===== src/rtl/pms_pkg.sv =====
package pms_pkg;

   typedef enum logic [1:0] {
      PM_ACTIVE = 2'd0,
      PM_IDLE   = 2'd1,
      PM_STBY   = 2'd2,
      PM_SHUT   = 2'd3
   } pm_mode_e;

   typedef enum logic [2:0] {
      ST_ACTIVE,
      ST_ENTER,
      ST_IDLE,
      ST_STBY,
      ST_SHUT,
      ST_WAKE,
      ST_RHOLD
   } pm_state_e;

   typedef enum logic [1:0] {
      WS_IDLE,
      WS_STBY,
      WS_SHUT,
      WS_COLD
   } wake_src_e;

   localparam logic [1:0] RC_POR      = 2'd1;
   localparam logic [1:0] RC_PIN      = 2'd2;
   localparam logic [1:0] RC_SHUTWAKE = 2'd3;

endpackage


===== src/rtl/pms_sync.sv =====
module pms_sync #(
   parameter int   W       = 1,
   parameter int   STAGES  = 2,
   parameter logic RST_VAL = 1'b0
) (
   input  logic         clk,
   input  logic         rst_n,
   input  logic [W-1:0] d,
   output logic [W-1:0] q
);

   logic [STAGES-1:0][W-1:0] stg;

   always_ff @(posedge clk or negedge rst_n) begin
      if (!rst_n) stg <= {(STAGES*W){RST_VAL}};
      else        stg <= {stg[STAGES-2:0], d};
   end

   assign q = stg[STAGES-1];

   initial begin
      assert (STAGES >= 2) else $error("pms_sync: STAGES must be at least 2");
      assert (W >= 1)      else $error("pms_sync: W must be at least 1");
   end

endmodule


===== src/rtl/pms_wake_timer.sv =====
module pms_wake_timer
   import pms_pkg::*;
#(
   parameter int T_IDLE  = 700,
   parameter int T_STBY  = 7550,
   parameter int T_SHUT  = 50750,
   parameter int HF_LEAD = 8,
   parameter int CW      = $clog2(T_SHUT + 1)
) (
   input  logic      clk,
   input  logic      rst_n,
   input  logic      load,
   input  wake_src_e sel,
   output logic      expired,
   output logic      hf_win
);

   logic [CW-1:0] cnt;

   always_ff @(posedge clk or negedge rst_n) begin
      if (!rst_n) begin
         cnt <= CW'(T_SHUT - 1);
      end else if (load) begin
         case (sel)
            WS_IDLE: cnt <= CW'(T_IDLE - 1);
            WS_STBY: cnt <= CW'(T_STBY - 1);
            default: cnt <= CW'(T_SHUT - 1);
         endcase
      end else if (cnt != '0) begin
         cnt <= cnt - 1'b1;
      end
   end

   assign expired = (cnt == '0);
   assign hf_win  = (cnt < CW'(HF_LEAD));


   cnt_down_chk: assert property (@(posedge clk) disable iff (!rst_n)
      (!load && cnt != '0) |=> (cnt == $past(cnt) - 1'b1));

endmodule


===== src/rtl/pms_wake_detect.sv =====
module pms_wake_detect #(
   parameter int W = 4
) (
   input  logic         clk,
   input  logic         rst_n,
   input  logic         capture,
   input  logic [W-1:0] pins,
   input  logic [W-1:0] mask,
   output logic         hit
);

   logic [W-1:0] ref_lvl;
   logic [W-1:0] ref_msk;
   logic [W-1:0] diff;

   always_ff @(posedge clk or negedge rst_n) begin
      if (!rst_n) begin
         ref_lvl <= '0;
         ref_msk <= '0;
      end else if (capture) begin
         ref_lvl <= pins;
         ref_msk <= mask;
      end
   end

   for (genvar i = 0; i < W; i++) begin : g_pin
      assign diff[i] = ref_msk[i] & (pins[i] ^ ref_lvl[i]);
   end

   assign hit = |diff;


   masked_quiet_chk: assert property (@(posedge clk) disable iff (!rst_n)
      (ref_msk == '0) |-> !hit);

endmodule


===== src/rtl/pms_io_hold.sv =====
module pms_io_hold #(
   parameter int W = 8
) (
   input  logic         clk,
   input  logic         rst_n,
   input  logic         capture,
   input  logic         hold,
   input  logic [W-1:0] din,
   output logic [W-1:0] dout
);

   logic [W-1:0] held;

   always_ff @(posedge clk or negedge rst_n) begin
      if (!rst_n)       held <= '0;
      else if (capture) held <= din;
   end

   assign dout = hold ? held : din;

endmodule


===== src/rtl/pwr_mode_seq.sv =====
module pwr_mode_seq
   import pms_pkg::*;
#(
   parameter int N_IRQ       = 4,
   parameter int N_WPIN      = 4,
   parameter int N_IO        = 8,
   parameter int T_IDLE      = 700,
   parameter int T_STBY      = 7550,
   parameter int T_SHUT      = 50750,
   parameter int HF_LEAD     = 8,
   parameter int ENTRY_CYC   = 4,
   parameter int SYNC_STAGES = 2
) (
   input  logic              clk,
   input  logic              por_n,
   input  logic              rst_pin_n,
   input  logic [1:0]        mode_req,
   input  logic              sleep_go,
   input  logic [N_IRQ-1:0]  irq,
   input  logic              rtc_evt,
   input  logic [N_WPIN-1:0] wake_pin,
   input  logic [N_WPIN-1:0] wake_mask,
   input  logic [N_IO-1:0]   io_out_in,
   output logic [N_IO-1:0]   io_pad,
   output logic              cpu_clk_en,
   output logic              periph_clk_en,
   output logic              hf_clk_en,
   output logic              core_pwr_en,
   output logic              aon_pwr_en,
   output logic              retain,
   output logic              io_latch,
   output logic              cpu_rst,
   output logic [1:0]        reset_cause
);

   localparam int EW = $clog2(ENTRY_CYC + 1);

   pm_state_e         state, nxt;
   wake_src_e         src, load_sel;
   pm_mode_e          target;
   logic [EW-1:0]     ecnt;
   logic [1:0]        cause;
   logic              load, cap, tmr_done, hf_win, pin_hit, rst_held, any_irq;
   logic [N_WPIN-1:0] pin_s;
   logic              rst_s;

   pms_sync #(.W(N_WPIN), .STAGES(SYNC_STAGES), .RST_VAL(1'b0)) u_pin_sync (
      .clk(clk), .rst_n(por_n), .d(wake_pin), .q(pin_s));

   pms_sync #(.W(1), .STAGES(SYNC_STAGES), .RST_VAL(1'b1)) u_rst_sync (
      .clk(clk), .rst_n(por_n), .d(rst_pin_n), .q(rst_s));

   pms_wake_detect #(.W(N_WPIN)) u_wdet (
      .clk(clk), .rst_n(por_n), .capture(cap), .pins(pin_s),
      .mask(wake_mask), .hit(pin_hit));

   pms_wake_timer #(.T_IDLE(T_IDLE), .T_STBY(T_STBY), .T_SHUT(T_SHUT),
                    .HF_LEAD(HF_LEAD)) u_tmr (
      .clk(clk), .rst_n(por_n), .load(load), .sel(load_sel),
      .expired(tmr_done), .hf_win(hf_win));

   pms_io_hold #(.W(N_IO)) u_iohold (
      .clk(clk), .rst_n(por_n), .capture(cap), .hold(io_latch),
      .din(io_out_in), .dout(io_pad));

   assign rst_held = !rst_s;
   assign any_irq  = |irq;

   always_comb begin
      nxt      = state;
      load     = 1'b0;
      load_sel = src;
      cap      = 1'b0;
      if (rst_held) begin
         nxt = ST_RHOLD;
      end else begin
         case (state)
            ST_ACTIVE: if (sleep_go && mode_req != PM_ACTIVE) nxt = ST_ENTER;
            ST_ENTER: begin
               if (any_irq || rtc_evt) begin
                  nxt = ST_ACTIVE;
               end else if (ecnt == '0) begin
                  case (target)
                     PM_IDLE: nxt = ST_IDLE;
                     PM_STBY: begin nxt = ST_STBY; cap = 1'b1; end
                     default: begin nxt = ST_SHUT; cap = 1'b1; end
                  endcase
               end
            end
            ST_IDLE: if (any_irq) begin
               nxt = ST_WAKE; load = 1'b1; load_sel = WS_IDLE;
            end
            ST_STBY: if (rtc_evt || pin_hit) begin
               nxt = ST_WAKE; load = 1'b1; load_sel = WS_STBY;
            end
            ST_SHUT: if (pin_hit) begin
               nxt = ST_WAKE; load = 1'b1; load_sel = WS_SHUT;
            end
            ST_WAKE: if (tmr_done) nxt = ST_ACTIVE;
            default: begin
               nxt = ST_WAKE; load = 1'b1; load_sel = WS_COLD;
            end
         endcase
      end
   end

   always_ff @(posedge clk or negedge por_n) begin
      if (!por_n) begin
         state  <= ST_WAKE;
         src    <= WS_COLD;
         target <= PM_IDLE;
         ecnt   <= '0;
      end else begin
         state <= nxt;
         if (load) src <= load_sel;
         if (state == ST_ACTIVE && nxt == ST_ENTER) begin
            target <= pm_mode_e'(mode_req);
            ecnt   <= EW'(ENTRY_CYC - 1);
         end else if (state == ST_ENTER && ecnt != '0) begin
            ecnt <= ecnt - 1'b1;
         end
      end
   end

   always_ff @(posedge clk or negedge por_n) begin
      if (!por_n)                              cause <= RC_POR;
      else if (rst_held)                       cause <= RC_PIN;
      else if (state == ST_SHUT && pin_hit)    cause <= RC_SHUTWAKE;
   end

   assign reset_cause = cause;

   always_comb begin
      logic fast_up;
      fast_up       = (state == ST_WAKE) && (src == WS_IDLE || hf_win);
      cpu_clk_en    = (state == ST_ACTIVE);
      aon_pwr_en    = (state == ST_ACTIVE) || (state == ST_ENTER) || (state == ST_IDLE) ||
                      (state == ST_STBY)   || (state == ST_WAKE);
      core_pwr_en   = (state == ST_ACTIVE) || (state == ST_ENTER) || (state == ST_IDLE) ||
                      (state == ST_WAKE);
      hf_clk_en     = (state == ST_ACTIVE) || (state == ST_ENTER) || (state == ST_IDLE) ||
                      fast_up;
      periph_clk_en = hf_clk_en;
      retain        = (state == ST_STBY) || (state == ST_WAKE && src == WS_STBY);
      io_latch      = (state == ST_STBY) || (state == ST_SHUT) ||
                      (state == ST_WAKE && (src == WS_STBY || src == WS_SHUT));
      cpu_rst       = (state == ST_RHOLD) || (state == ST_SHUT) ||
                      (state == ST_WAKE && (src == WS_SHUT || src == WS_COLD));
   end

   initial begin
      assert (HF_LEAD >= 1 && HF_LEAD < T_IDLE) else $error("HF_LEAD out of range");
      assert (T_IDLE <= T_STBY && T_STBY <= T_SHUT) else $error("latency order");
      assert (ENTRY_CYC >= 1) else $error("ENTRY_CYC must be at least 1");
      assert (SYNC_STAGES >= 2) else $error("SYNC_STAGES must be at least 2");
      assert (N_IRQ >= 1 && N_WPIN >= 1 && N_IO >= 1) else $error("widths");
   end


   cpu_last_chk: assert property (@(posedge clk) disable iff (!por_n)
      cpu_clk_en |-> (aon_pwr_en && core_pwr_en && hf_clk_en));


   hf_after_aon_chk: assert property (@(posedge clk) disable iff (!por_n)
      hf_clk_en |-> aon_pwr_en);


   aon_off_all_off_chk: assert property (@(posedge clk) disable iff (!por_n)
      !aon_pwr_en |-> (!cpu_clk_en && !hf_clk_en && !periph_clk_en && !core_pwr_en && cpu_rst));


   stby_irq_ignored_chk: assert property (@(posedge clk) disable iff (!por_n)
      (state == ST_STBY && !rtc_evt && !pin_hit && !rst_held) |=> (retain && !cpu_clk_en));


   pad_frozen_chk: assert property (@(posedge clk) disable iff (!por_n)
      (io_latch && $past(io_latch)) |-> $stable(io_pad));


   no_early_active_chk: assert property (@(posedge clk) disable iff (!por_n)
      (state == ST_WAKE && !tmr_done && !rst_held) |=> !cpu_clk_en);


   rst_pin_override_chk: assert property (@(posedge clk) disable iff (!por_n)
      rst_held |=> (cpu_rst && !aon_pwr_en && reset_cause == RC_PIN));


   cause_stable_chk: assert property (@(posedge clk) disable iff (!por_n)
      (!rst_held && !(state == ST_SHUT && pin_hit)) |=> $stable(reset_cause));

endmodule


===== config.mk =====
export PLATFORM = sky130hd
export DESIGN_NAME = pwr_mode_seq
export DESIGN_NICKNAME = d
export VERILOG_FILES = /design/src/rtl/pms_pkg.sv /design/src/rtl/pms_sync.sv /design/src/rtl/pms_wake_timer.sv /design/src/rtl/pms_wake_detect.sv /design/src/rtl/pms_io_hold.sv /design/src/rtl/pwr_mode_seq.sv
export SDC_FILE = /design/constraint.sdc
export NUM_CORES = 1
export LEC_CHECK = 0
export ABC_AREA = 1
export BUFFER_PORTS_ARGS = -buffer_cell sky130_fd_sc_hd__buf_2
export CAP_MARGIN = 20
export CORE_MARGIN = 2
export CORE_UTILIZATION = 55
export CTS_BUF_LIST = sky130_fd_sc_hd__clkbuf_4 sky130_fd_sc_hd__clkbuf_8 sky130_fd_sc_hd__clkbuf_16
export CTS_CLUSTER_DIAMETER = 40
export DETAILED_ROUTE_END_ITERATION = 16
export PLACE_DENSITY = 0.77
export SETUP_SLACK_MARGIN = 0.1
export SLEW_MARGIN = 20
export SYNTH_ARGS = -nofsm -noshare
export SYNTH_HDL_FRONTEND = slang
export SYNTH_SLANG_ARGS = --single-unit
export TNS_END_PERCENT = 30

===== constraint.sdc =====
create_clock -name clk -period 3.86 [get_ports clk]
set_input_delay 0.386 -clock clk [delete_from_list [all_inputs] [get_ports clk]]
set_output_delay 0.386 -clock clk [all_outputs]
set_load 0.02 [all_outputs]

# Word-level counts from Yosys, hierarchy flattened
# Cells that the tools add are included.
# op_classes
n_addsub,2
mul,0
n_div,0
n_lt_le_gt_ge,1
n_eq_ne,14
shift,0
muxes,33
bitwise_logic,8
reduce_logical,37
# ops
operator,n
16-bit two-way mux,2
16-bit case mux with 2 select lines,1
3-bit two-way mux,10
3-bit case mux with 6 select lines,1
16-bit zero test,1
1-bit logical OR,16
16-bit by 4-bit < comparator with 1-bit output (second input constant),1
16-bit nonzero test,1
16-bit by 1-bit subtractor with 16-bit output (second input constant),1
2-bit two-way mux,6
3-bit == test (second input constant),3
1-bit two-way mux,9
1-bit logical AND,8
8-bit two-way mux,1
2-bit case mux with 4 select lines,1
4-bit OR reduction,2
2-bit by 1-bit == test with 1-bit output (second input constant),3
2-bit == test (second input constant),3
3-bit by 1-bit == test with 1-bit output (second input constant),2
3-bit by 2-bit == test with 1-bit output (second input constant),2
3-bit zero test,2
3-bit case mux with 2 select lines,1
2-bit nonzero test,3
1-bit bitwise AND,4
7 further kinds,11
# totals
ff_bits,54
latch_bits,0
mem_bits_rw,0
rom_bits,0
in_bits,27
wordCells,108
n_memories,0

# Longest topological paths before layout
# Gate-level depths: netlist of the first run.
# logic_depth
word_depth,10
depth_mapped,14

# By module
# Synthesis of the first run repeated with hierarchy kept, for this count alone.
# unflattened
cells_unflattened,403
hier_area_um2,3188.1
# by_module_without_submodules
mod,instances,cells_each,area_per_inst_um2
pms_wake_timer,1,148,1077.3
pwr_mode_seq,1,140,1013.5
pms_io_hold,1,60,410.4
pms_wake_detect,1,41,404.1
pms_sync (u_pin_sync),1,12,230.2
pms_sync (u_rst_sync),1,2,52.6

# Worst setup path after synthesis of the first run
# OpenSTA, ideal clock, no wires.
# synth_timing
kind,register -> output
from,reg src[0]
to,out io_pad[0]
arrival_ns,1.864
required_time_ns,3.474
path_slack_ns,1.610
stages_incl_launch_ff,7
n_path_buf,1
path_cell_list,dfstp_2 -> inv_1 -> ha_1 -> o22ai_1 -> nand2_1 -> buf_2 -> o21ai_0
# synth_via
elab_chain_cells,5
word_cells_on_any_way,6
cone_classes,2 x eq/ne; 1 x mux; 3 x reduce/logical
# synth_lines
element,line,rtl
from (decl),pwr_mode_seq.sv:39,"wake_src_e src, load_sel;"
from (signal assigned),pwr_mode_seq.sv:115,if (load) src <= load_sel;
2-bit by 1-bit == test with 1-bit output or 2-bit == test (tied branches),pwr_mode_seq.sv:146,(state == ST_WAKE && (src == WS_STBY || src == WS_SHUT));
1-bit logical OR *,pwr_mode_seq.sv:146,
1-bit logical AND *,pwr_mode_seq.sv:146,
1-bit logical OR *,pwr_mode_seq.sv:145,io_latch = (state == ST_STBY) || (state == ST_SHUT) ||
named net io_latch,pwr_mode_seq.sv:31,"output logic io_latch,"
8-bit two-way mux *,pms_io_hold.sv:19,assign dout = hold ? held : din;
to (decl),pwr_mode_seq.sv:24,"output logic [N_IO-1:0] io_pad,"
# The timed path passes the listed nets; every way through them passes the cells marked *.

# Final worst setup path of the first run
# layout_timing
from,reg src[0]
to,out io_pad[2]
# layout_via
elab_chain_cells,5
word_cells_on_any_way,6
cone_classes,2 x eq/ne; 1 x mux; 3 x reduce/logical
# layout_lines
element,line
2-bit by 1-bit == test with 1-bit output or 2-bit == test (tied branches),pwr_mode_seq.sv:146
1-bit logical OR *,pwr_mode_seq.sv:146
1-bit logical AND *,pwr_mode_seq.sv:146
1-bit logical OR *,pwr_mode_seq.sv:145
8-bit two-way mux *,pms_io_hold.sv:19
# Mark *: on every way between the ends. The rest lies on a longest branch, timed or not.

==> results of run 1 <==
[cell type report]
class,instances,area [um^2]
Tap cell,70,87.6
Fill cell,488,1840
Clock buffer,6,82.6
Inverter,57,214
Timing Repair Buffer,46,235
Sequential cell,54,1370
Clock inverter,2,17.5
Multi-Input combinational cell,256,1350
[cells by family after synthesis]
| family | share of synthesized area [%] |
|---|---|
| and+or+nand+nor | 26.3 |
| adders and majority gates | 4.16 |
| xor gates and xnor gates | 2.91 |
| AOI/OAI and AO/OA | 11.7 |
| buffers and inverters | 9.33 |
| DFF | 45.7 |
[critical path, delay by kind of cell, from the launching register on]
kind / cells / cell delay, ps
AO/OA/AOI/OAI: 2 / 490
flip-flops: 1 / 580
adder cells (fa/ha/maj): 1 / 290
AND/OR/NAND/NOR: 1 / 340
buffers and inverters: 2 / 280
[routing by layer]
layer	global-route usage [%]	part of all wire (%)	vias to the layer above
met4	7.37	1.9	0
met1	26.5	44	1130
met3	4.07	3.4	10
met2	38.2	50	52
li1	-	-	1267
met5	0	0	-
[final timing paths]
path                                               endpoint  slack [ps]  cells after the start
worst max-delay path                              io_pad[2]        1180                      6
worst min-delay path              u_pin_sync.q[0]$_DFF_PN0_          60                      1
worst max register to register     u_tmr.cnt[8]$_DFFE_PN0P_        1650                      9
worst min register to register    u_pin_sync.q[3]$_DFF_PN0_         360                      0
max in group asynchronous             target[0]$_DFFE_PN1P_        2960                      2
min in group clk                u_rst_sync.stg[0]$_DFF_PN1_         170                      1
[stage by stage]
step	cell area (um^2)	setup WS, ps	instances	utilization, %
2_1_floorplan	3010	1610	375	-
3_3_place_gp	3260	1680	483	62.7
3_5_place_dp	3260	1510	483	62.7
4_1_cts	3360	1150	491	64.6
5_1_grt	3360	1020	491	64.6
6_report	3360	1180	491	64.6
[flip-flops by register name, summed over array words and instances (netlist names)]
| name | flops |
|---|---|
| src | 2 |
| u_wdet.ref_lvl | 4 |
| state | 3 |
| reset_cause | 2 |
| u_iohold.held | 8 |
| ecnt | 3 |
| u_pin_sync.stg | 4 |
| target | 2 |
| u_tmr.cnt | 16 |
| u_wdet.ref_msk | 4 |
| u_pin_sync.q | 4 |
| u_rst_sync.stg | 1 |
| u_rst_sync.q | 1 |
[cell usage in the layout, fill, tap and decap left out, types with 7 or more instances in the layout]
cell type / synthesis / final
nand2_1: 97 / 97
inv_1: 53 / 53
buf_2: 2 / 44
nor2_1: 41 / 41
dfrtp_1: 37 / 37
o21ai_0: 19 / 19
nand3_1: 17 / 17
o21ai_2: 17 / 17
dfstp_2: 17 / 17
a21oi_1: 12 / 12
ha_1: 10 / 10
nor3_1: 7 / 7
[report_power, final]
part | internal (mW) | leakage (nW) | switching [mW]
logic | 0.112 | 1.02 | 0.184
clock network | 0.148 | 0.0514 | 0.186
registers | 0.650 | 0.651 | 0.0611
total | 0.910 | 1.73 | 0.432
==> results.sh, run 1 <==
export IMPL_status="finished, final reports clean"
export IMPL_synth_edf_count=0
export IMPL_grt_pass1_wl_um=10600
export IMPL_antenna_found_initial=0
export IMPL_layout_nets=457
export IMPL_drt_total_wl_um=5940
export IMPL_hold_viol=0
export IMPL_rsz0062_at_grt="no"
export IMPL_syn_avg_cell_area_um2=8.01
export IMPL_cts_inserted_buffers=5
export IMPL_synth_top_cell_area_share_pct=30.8
export IMPL_drive_above_1_share_pct=25.2
export IMPL_cts_root_buf="clkbuf_8"
export IMPL_netlist_area_mm2=0.00301
export IMPL_chipWidth_um=77.9
export IMPL_ir_drop_v=0.000275
export IMPL_critical_path_required_ps=3470
export IMPL_start_util_pct=57.7
export IMPL_drtAntennaViolNets=0
export IMPL_grt_use_total_pct=21.6
export IMPL_drt_initial_drc_count=107
export IMPL_coreArea_mm2=0.00520
export IMPL_max_slew_margin_pct=61.2
export IMPL_ys_seq_area_share_pct=45.7
export IMPL_p_total_mw=1.34
export IMPL_postSynthCellCount=375
export IMPL_cpPeakStageDelay_ps=580
export IMPL_vias=2459
export IMPL_end_kind="output port"
export IMPL_dp_hpwl_um=4520
export IMPL_fin_crit_ps=2680
export IMPL_clk_latency_ps=310
export IMPL_cts_hold_repair_buffers=0
export IMPL_powerDensity_mw_per_mm2=399
export IMPL_cp_max_fo=17
export IMPL_postCtsSetupRepairBufs=0
export IMPL_area_growth_pct=11.9
export IMPL_maxSlewViolCount=0
export IMPL_portBuffers=44
export IMPL_num_antenna_cells=0
export IMPL_syn_nets=412
export IMPL_finalSetupViolations=0
export IMPL_synth_area_leaders="dfrtp_1 (31%), dfstp_2 (15%), nand2_1 (12%)"
export IMPL_final_setup_tns_ps=0
export IMPL_htreeDepth=2
export IMPL_overflow=0
export IMPL_grt_pass1_vias=2485
export IMPL_cts_reportedPaths_clkPinSlew_ps=100
export IMPL_yosysWarnings=0
export IMPL_worstPathCellList="inv_1, ha_1, o22ai_1, nand2_1, o21ai_0, buf_2"
export IMPL_yosysTopAreaCell="dfrtp_1"
export IMPL_route_detailed_drc=0
export IMPL_cts_tree="yes"
export IMPL_synthTopCellsByCount="nand2_1 (97), inv_1 (53), nor2_1 (41), dfrtp_1 (37), o21ai_0 (19)"
export IMPL_holdWs_ps=63.7
export IMPL_grt_max_degree=33
export IMPL_clock_sinks=54
export IMPL_cap_viol_max_count=0
export IMPL_tightest_slew_ps=582
export IMPL_via_per_inst=5.01
export IMPL_row_count=26
export IMPL_fmax_mhz=374
export IMPL_rr_startpoint="state[1]$_DFF_PN0_"
export IMPL_timing_final_crit_share_pct=69.3
export IMPL_cts_buffer_depth=2
export IMPL_synth_async_reset_ratio_pct=100
export IMPL_arrival_ps=2290
export IMPL_boundaryPins=45
export IMPL_leakage_nw=1.73
export IMPL_synth_distinct_cells=33
export IMPL_skew_ps=1.62
export IMPL_die_area_mm2=0.00607
export IMPL_crit_start="src[0]$_DFFE_PN1P_"
export IMPL_synthFlopType="dfrtp_1"
export IMPL_crit_path_start_kind="flop"
export IMPL_ys_ff_latch=54
export IMPL_drtPass1Iterations=4
export IMPL_dieHeight_um=77.9
export IMPL_gp_congestion=0.892
export IMPL_wl_per_cell_um=12.1
export IMPL_cts_resized_gates=0
export IMPL_hold_class="in -> async"
export IMPL_slowest_stage="dfstp_2"
export IMPL_path_class="reg -> out"
export IMPL_synth_most_common_cell="nand2_1"
Power figures use the tool's default switching activity.
==> run 2: changes to the inputs <==
--- a/config.mk
+++ b/config.mk
@@ -9,11 +9,11 @@
 export BUFFER_PORTS_ARGS = -buffer_cell sky130_fd_sc_hd__buf_2
 export CAP_MARGIN = 20
 export CORE_MARGIN = 2
-export CORE_UTILIZATION = 55
+export CORE_UTILIZATION = 51
 export CTS_BUF_LIST = sky130_fd_sc_hd__clkbuf_4 sky130_fd_sc_hd__clkbuf_8 sky130_fd_sc_hd__clkbuf_16
 export CTS_CLUSTER_DIAMETER = 40
 export DETAILED_ROUTE_END_ITERATION = 16
-export PLACE_DENSITY = 0.77
+export PLACE_DENSITY = 0.75
 export SETUP_SLACK_MARGIN = 0.1
 export SLEW_MARGIN = 20
 export SYNTH_ARGS = -nofsm -noshare
==> constraint.sdc (replaced) <==
create_clock -name clk -period 2.4 [get_ports clk]
set_input_delay 0.24 -clock clk [delete_from_list [all_inputs] [get_ports clk]]
set_output_delay 0.24 -clock clk [all_outputs]
set_load 0.02 [all_outputs]
==> run 2 against run 1 <==
- clock skew rose by 6.4 ps
- register-to-register slack worse by 1200 ps
- worst hold slack worse by 47 ps
- clock-buffer cell count down 1
- flip-flop and latch count did not move
- critical path type unchanged
==> results.sh, run 2 (synthesis gave the netlist of run 1 again) <==
export IMPL_internal_power_mw=1.54
export IMPL_final_setup_tns_ps=0
export IMPL_hold_viol=0
export IMPL_status="finished, final reports clean"
export IMPL_cts_hold_repair_buffers=0
export IMPL_cts_inserted_buffers=5
export IMPL_r2r_setup_slack_ps=410
export IMPL_dieHeight_um=80.8
export IMPL_path_class="reg -> out"
export IMPL_maxSlewViolCount=0
export IMPL_largest_reg_flops=16
export IMPL_arrival_ps=1960
export IMPL_p_clk_share_pct=27.1
export IMPL_layout_common_cells="nand2_1 (96), inv_1 (52), buf_2 (44), nor2_1 (40), dfrtp_1 (37)"
export IMPL_final_common_cell="nand2_1"
export IMPL_ir_drop_v=0.000394
export IMPL_fmax_mhz=454
export IMPL_finalNonFillerCells=495
export IMPL_layout_nets=459
export IMPL_wl_per_cell_um=12.0
export IMPL_fillers=516
export IMPL_coreArea_mm2=0.00561
export IMPL_cts_reportedPaths_clkPinSlew_ps=100
export IMPL_drt_total_wl_um=5940
export IMPL_fin_crit_ps=2200
export IMPL_p_switching_uw=696
export IMPL_max_slew_margin_pct=55.9
export IMPL_vias=2514
export IMPL_chipWidth_um=80.8
export IMPL_hold_class="in -> reg"
export IMPL_htreeDepth=2
export IMPL_cp_max_fo=8
export IMPL_critical_path_required_ps=2160
export IMPL_slowest_stage="dfstp_2"
export IMPL_boundaryPins=45
export IMPL_die_area_mm2=0.00652
export IMPL_dp_hpwl_um=4470
export IMPL_drtAntennaViolNets=0
export IMPL_min_to="u_rst_sync.stg[0]$_DFF_PN1_"
export IMPL_clk_latency_ps=310
export IMPL_final_area_mm2=0.00341
export IMPL_route_detailed_drc=0
export IMPL_finalSetupViolations=0
export IMPL_p_total_mw=2.24
export IMPL_end_kind="output port"
export IMPL_tightest_slew_ps=661
export IMPL_seqPwrFrac_pct=51.0
export IMPL_area_growth_pct=13.5
export IMPL_gp_congestion=0.884
export IMPL_antenna_found_initial=0
export IMPL_drtPass1Iterations=4
export IMPL_skew_ps=8.04
export IMPL_regToRegEndpoint="u_wdet.ref_lvl[1]$_DFFE_PN0P_"
export IMPL_grt_pass1_wl_um=10100
export IMPL_grt_pass1_vias=2337
export IMPL_num_antenna_cells=0
export IMPL_place_inst=486
export IMPL_row_count=27
export IMPL_cts_tree="yes"
export IMPL_drt_initial_drc_count=106
export IMPL_switching_share_pct=31.1
export IMPL_placed_area_mm2=0.00327
export IMPL_start_util_pct=53.6
export IMPL_clock_sinks=54
export IMPL_worstPathCellList="inv_1, ha_1, o22ai_4, nand2_2, o21ai_0, buf_2"
export IMPL_whs_path_depth=1
export IMPL_multi_input_area_mm2=0.00138
export IMPL_portBuffers=44
export IMPL_regMostFlops="u_tmr.cnt"
export IMPL_via_per_inst=5.08
export IMPL_cpPeakStageDelay_ps=580
export IMPL_rr_startpoint="ecnt[0]$_DFFE_PN0P_"
export IMPL_drive_above_1_share_pct=26.5
export IMPL_reg2reg_depth=8
export IMPL_hold_start="rst_pin_n"
export IMPL_grt_max_degree=55
export IMPL_cap_viol_max_count=0
export IMPL_leakage_nw=1.74
export IMPL_regArea_mm2=0.00137
export IMPL_comb_power_share_pct=22.0
export IMPL_overflow=0
export IMPL_postCtsSetupRepairBufs=0
export IMPL_post_route_util_pct=60.8
export IMPL_powerDensity_mw_per_mm2=657
export IMPL_timing_final_crit_share_pct=91.9
export IMPL_largest_registers="u_tmr.cnt (16), u_iohold.held (8)"
export IMPL_cts_buffer_depth=2
export IMPL_cts_root_buf="clkbuf_8"
export IMPL_crit_path_start_kind="flop"
export IMPL_grt_use_total_pct=19.9
export IMPL_rsz0062_at_grt="yes"
==> run 2: repair_timing <==
item	4_1_cts	5_1_grt
pin swaps	0	1
gates cloned	0	1
resized for setup	1	7
endpoints found under the setup margin	8	8
==> run 2: per-layer routing <==
| metal | global-route usage (%) | share of wire (%) | up-vias |
|---|---|---|---|
| met3 | 3.33 | 3.1 | 9 |
| li1 | - | - | 1269 |
| met1 | 25.3 | 46 | 1192 |
| met5 | 0 | 0 | - |
| met4 | 6.61 | 2.1 | 0 |
| met2 | 34.6 | 49 | 44 |
==> run 2: worst max-delay path by stage <==
stage / from / to / slack (ps)
6_report: src[0]$_DFFE_PN1P_ / io_pad[5] / 200
3_5_place_dp: state[2]$_DFF_PN1_ / io_pad[6] / 370
5_1_grt: src[0]$_DFFE_PN1P_ / io_pad[6] / 90
2_1_floorplan: src[0]$_DFFE_PN1P_ / io_pad[0] / 300
4_1_cts: src[0]$_DFFE_PN1P_ / io_pad[5] / 140
3_3_place_gp: state[2]$_DFF_PN1_ / io_pad[3] / 380
==> run 2: critical path: cells and delay by family (launching register included) <==
kind,cells,cell delay [ps]
and+or+nand+nor,1,140
AOI/OAI and AO/OA,2,370
adders and majority gates,1,320
DFF,1,580
buffers and inverters,2,260
==> run 2: through the flow <==
| stage | hold slack (ps) | setup slack [ps] |
|---|---|---|
| 2_1_floorplan | -55.6 | 296 |
| 3_3_place_gp | 332 | 379 |
| 3_5_place_dp | 336 | 371 |
| 4_1_cts | 12.7 | 142 |
| 5_1_grt | 9.04 | 92.7 |
| 6_report | 16.7 | 195 |
==> run 2: power by group through the flow <==
stage          clock [mW]  sequential (mW)  combinational [mW]
2_1_floorplan           0             1.13               0.354
3_3_place_gp            0             1.15               0.462
3_5_place_dp            0             1.16               0.478
4_1_cts             0.618             1.14               0.481
5_1_grt             0.654             1.16               0.560
6_report            0.606             1.14               0.492
==> run 2: cell type report <==
class | count | area share, %
sequential | 54 | 40.2
timing repair buffer | 47 | 7.12
tap | 72 | 2.64
multi-input combinational | 257 | 40.5
clock buffer | 5 | 2.02
clock inverter | 3 | 1.17
inverter | 57 | 6.27
==> run 3: changes to the inputs <==
--- a/config.mk
+++ b/config.mk
@@ -13,6 +13,7 @@
 export CTS_BUF_LIST = sky130_fd_sc_hd__clkbuf_4 sky130_fd_sc_hd__clkbuf_8 sky130_fd_sc_hd__clkbuf_16
 export CTS_CLUSTER_DIAMETER = 40
 export DETAILED_ROUTE_END_ITERATION = 16
+export HOLD_SLACK_MARGIN = 0.02
 export PLACE_DENSITY = 0.75
 export SETUP_SLACK_MARGIN = 0.1
 export SLEW_MARGIN = 20
==> constraint.sdc (replaced) <==
create_clock -name clk -period 2.4 [get_ports clk]
set_input_delay 0.36 -clock clk [delete_from_list [all_inputs] [get_ports clk]]
set_output_delay 0.36 -clock clk [all_outputs]
set_load 0.02 [all_outputs]
==> run 3 against run 2 <==
- non-clock buffer count rose by 5
- worst setup slack improved by 15 ps
- register-to-register slack improved by 30 ps
- critical endpoint is now io_pad[4]
- highest routed layer unchanged
==> results.sh, run 3 (synthesis gave the netlist of run 1 again) <==
export IMPL_status="finished, final reports clean"
export IMPL_cts_inserted_buffers=5
export IMPL_drt_total_wl_um=6100
export IMPL_clk_latency_ps=300
export IMPL_drtAntennaViolNets=0
export IMPL_htreeDepth=2
export IMPL_fmax_mhz=457
export IMPL_portBuffers=44
export IMPL_rsz0062_at_grt="no"
export IMPL_arrival_ps=1830
export IMPL_largest_reg_flops=16
export IMPL_dp_hpwl_um=4640
export IMPL_p_clk_share_pct=22.9
export IMPL_largest_registers="u_tmr.cnt (16), u_iohold.held (8)"
export IMPL_cts_buffer_depth=2
export IMPL_final_common_cell="nand2_1"
export IMPL_leakage_nw=1.76
export IMPL_crit_path_start_kind="flop"
export IMPL_boundaryPins=45
export IMPL_holdWs_ps=19.5
export IMPL_grt_pass1_vias=2463
export IMPL_row_count=27
export IMPL_grt_use_met3_pct=3.89
export IMPL_cts_reportedPaths_clkPinSlew_ps=90
export IMPL_skew_ps=5.61
export IMPL_cts_tree="yes"
export IMPL_layout_nets=465
export IMPL_route_detailed_drc=0
export IMPL_chipWidth_um=80.8
export IMPL_wl_per_cell_um=12.2
export IMPL_regMostFlops="u_tmr.cnt"
export IMPL_switching_share_pct=32.0
export IMPL_vias=2507
export IMPL_grt_busiest_layer="met2"
export IMPL_critical_path_required_ps=2040
export IMPL_drtPass1Iterations=4
export IMPL_num_antenna_cells=0
export IMPL_reg2reg_depth=9
export IMPL_start_util_pct=53.6
export IMPL_grt_use_total_pct=20.8
export IMPL_crit_start="state[1]$_DFF_PN0_"
export IMPL_max_slew_margin_pct=65.2
export IMPL_gr_usage_met1_pct=26.1
export IMPL_layout_common_cells="nand2_1 (96), inv_1 (51), buf_2 (42), nor2_1 (38), dfrtp_1 (37)"
export IMPL_timing_final_crit_share_pct=91.2
export IMPL_drt_initial_drc_count=109
export IMPL_grt_pass1_wl_um=10500
export IMPL_antenna_found_initial=0
export IMPL_drive_above_1_share_pct=28.2
export IMPL_via_per_inst=5.00
export IMPL_hold_viol=0
export IMPL_comb_power_share_pct=24.4
export IMPL_hold_class="in -> async"
export IMPL_area_growth_pct=15.2
export IMPL_dieHeight_um=80.8
export IMPL_cts_root_buf="clkbuf_8"
export IMPL_path_class="reg -> out"
export IMPL_fin_crit_ps=2190
export IMPL_final_setup_tns_ps=0
export IMPL_clock_sinks=54
export IMPL_p_switching_uw=691
export IMPL_powerDensity_mw_per_mm2=624
export IMPL_internal_power_mw=1.47
export IMPL_grt_max_degree=33
export IMPL_grt_use_met2_pct=35.7
export IMPL_tightest_slew_ps=522
export IMPL_cap_viol_max_count=0
export IMPL_die_area_mm2=0.00652
export IMPL_maxSlewViolCount=0
export IMPL_rr_startpoint="state[1]$_DFF_PN0_"
export IMPL_cp_max_fo=9
export IMPL_overflow=0
export IMPL_p_total_mw=2.16
export IMPL_ir_drop_v=0.000347
export IMPL_coreArea_mm2=0.00561
export IMPL_end_kind="output port"
export IMPL_seqPwrFrac_pct=52.6
export IMPL_gp_congestion=0.920
export IMPL_finalSetupViolations=0
[run 3: cell count changes in the layout (fill, tap and decap cells not counted), moves of 2 or more]
cell | previous run | this run
buf_2 | 44 | 42
buf_4 | 3 | 10
nor2_1 | 40 | 38
o21ai_0 | 18 | 12
o21ai_1 | 2 | 8
[run 3: final cells by class]
cell class / instances / area [um^2]
flip-flops and latches: 54 / 1370
fillers: 508 / 2140
repair buffers: 52 / 285
clock buffers: 6 / 76.3
multi-input cells: 258 / 1420
well taps: 72 / 90.1
clock inverters: 2 / 8.76
inverters: 57 / 214
[run 3: timing repair]
action                                  in CTS  in global routing
hold buffers                                 0                  0
endpoints found under the setup margin       9                  8
cloned                                       2                  0
pin swaps                                    2                  2
gates resized for setup                     10                 13
setup buffers                                2                  2
[run 3: per-stage QoR]
| stage | cell area, um^2 | utilization [%] | cells | setup WS [ps] |
|---|---|---|---|---|
| final | 3460 | 61.8 | 501 | 210 |
| after global routing | 3460 | 61.8 | 501 | 71.2 |
| after CTS | 3420 | 60.9 | 499 | 86.6 |
| after detailed placement | 3280 | 58.5 | 487 | 192 |
| after global placement | 3280 | 58.5 | 487 | 289 |
| after floorplan | 3010 | - | 375 | 176 |
[run 3: routing by layer]
layer  up-vias  share of wire [%]
li1       1278                  -
met1      1162                 45
met2        55                 48
met3        12                3.9
met4         0                2.4
met5         -                  0
[run 3: critical path, cell delays in order (launching register included)]
cell	delay, ps
dfrtp_1	590
nand2_1	120
nor2_2	180
inv_1	180
nand2_2	150
nand2_1	60
o21ai_1	70
buf_2	180
[run 3: path summary, 6_finish.rpt]
kind                       slack, ps                       endpoint
setup / recovery                 210                      io_pad[4]
setup reg to reg                 440      u_tmr.cnt[10]$_DFFE_PN1P_
min in group clk                 150    u_rst_sync.stg[0]$_DFF_PN1_
hold reg to reg                  360      u_pin_sync.q[1]$_DFF_PN0_
max in group asynchronous       1690          target[0]$_DFFE_PN1P_
hold / removal                    20  u_wdet.ref_msk[0]$_DFFE_PN0P_
[run 3: power by group through the flow]
stage | sequential (mW) | clock (mW) | combinational (mW)
2_1_floorplan | 1.13 | 0 | 0.354
3_3_place_gp | 1.15 | 0 | 0.463
3_5_place_dp | 1.15 | 0 | 0.480
4_1_cts | 1.14 | 0.509 | 0.512
5_1_grt | 1.15 | 0.545 | 0.611
6_report | 1.14 | 0.495 | 0.528
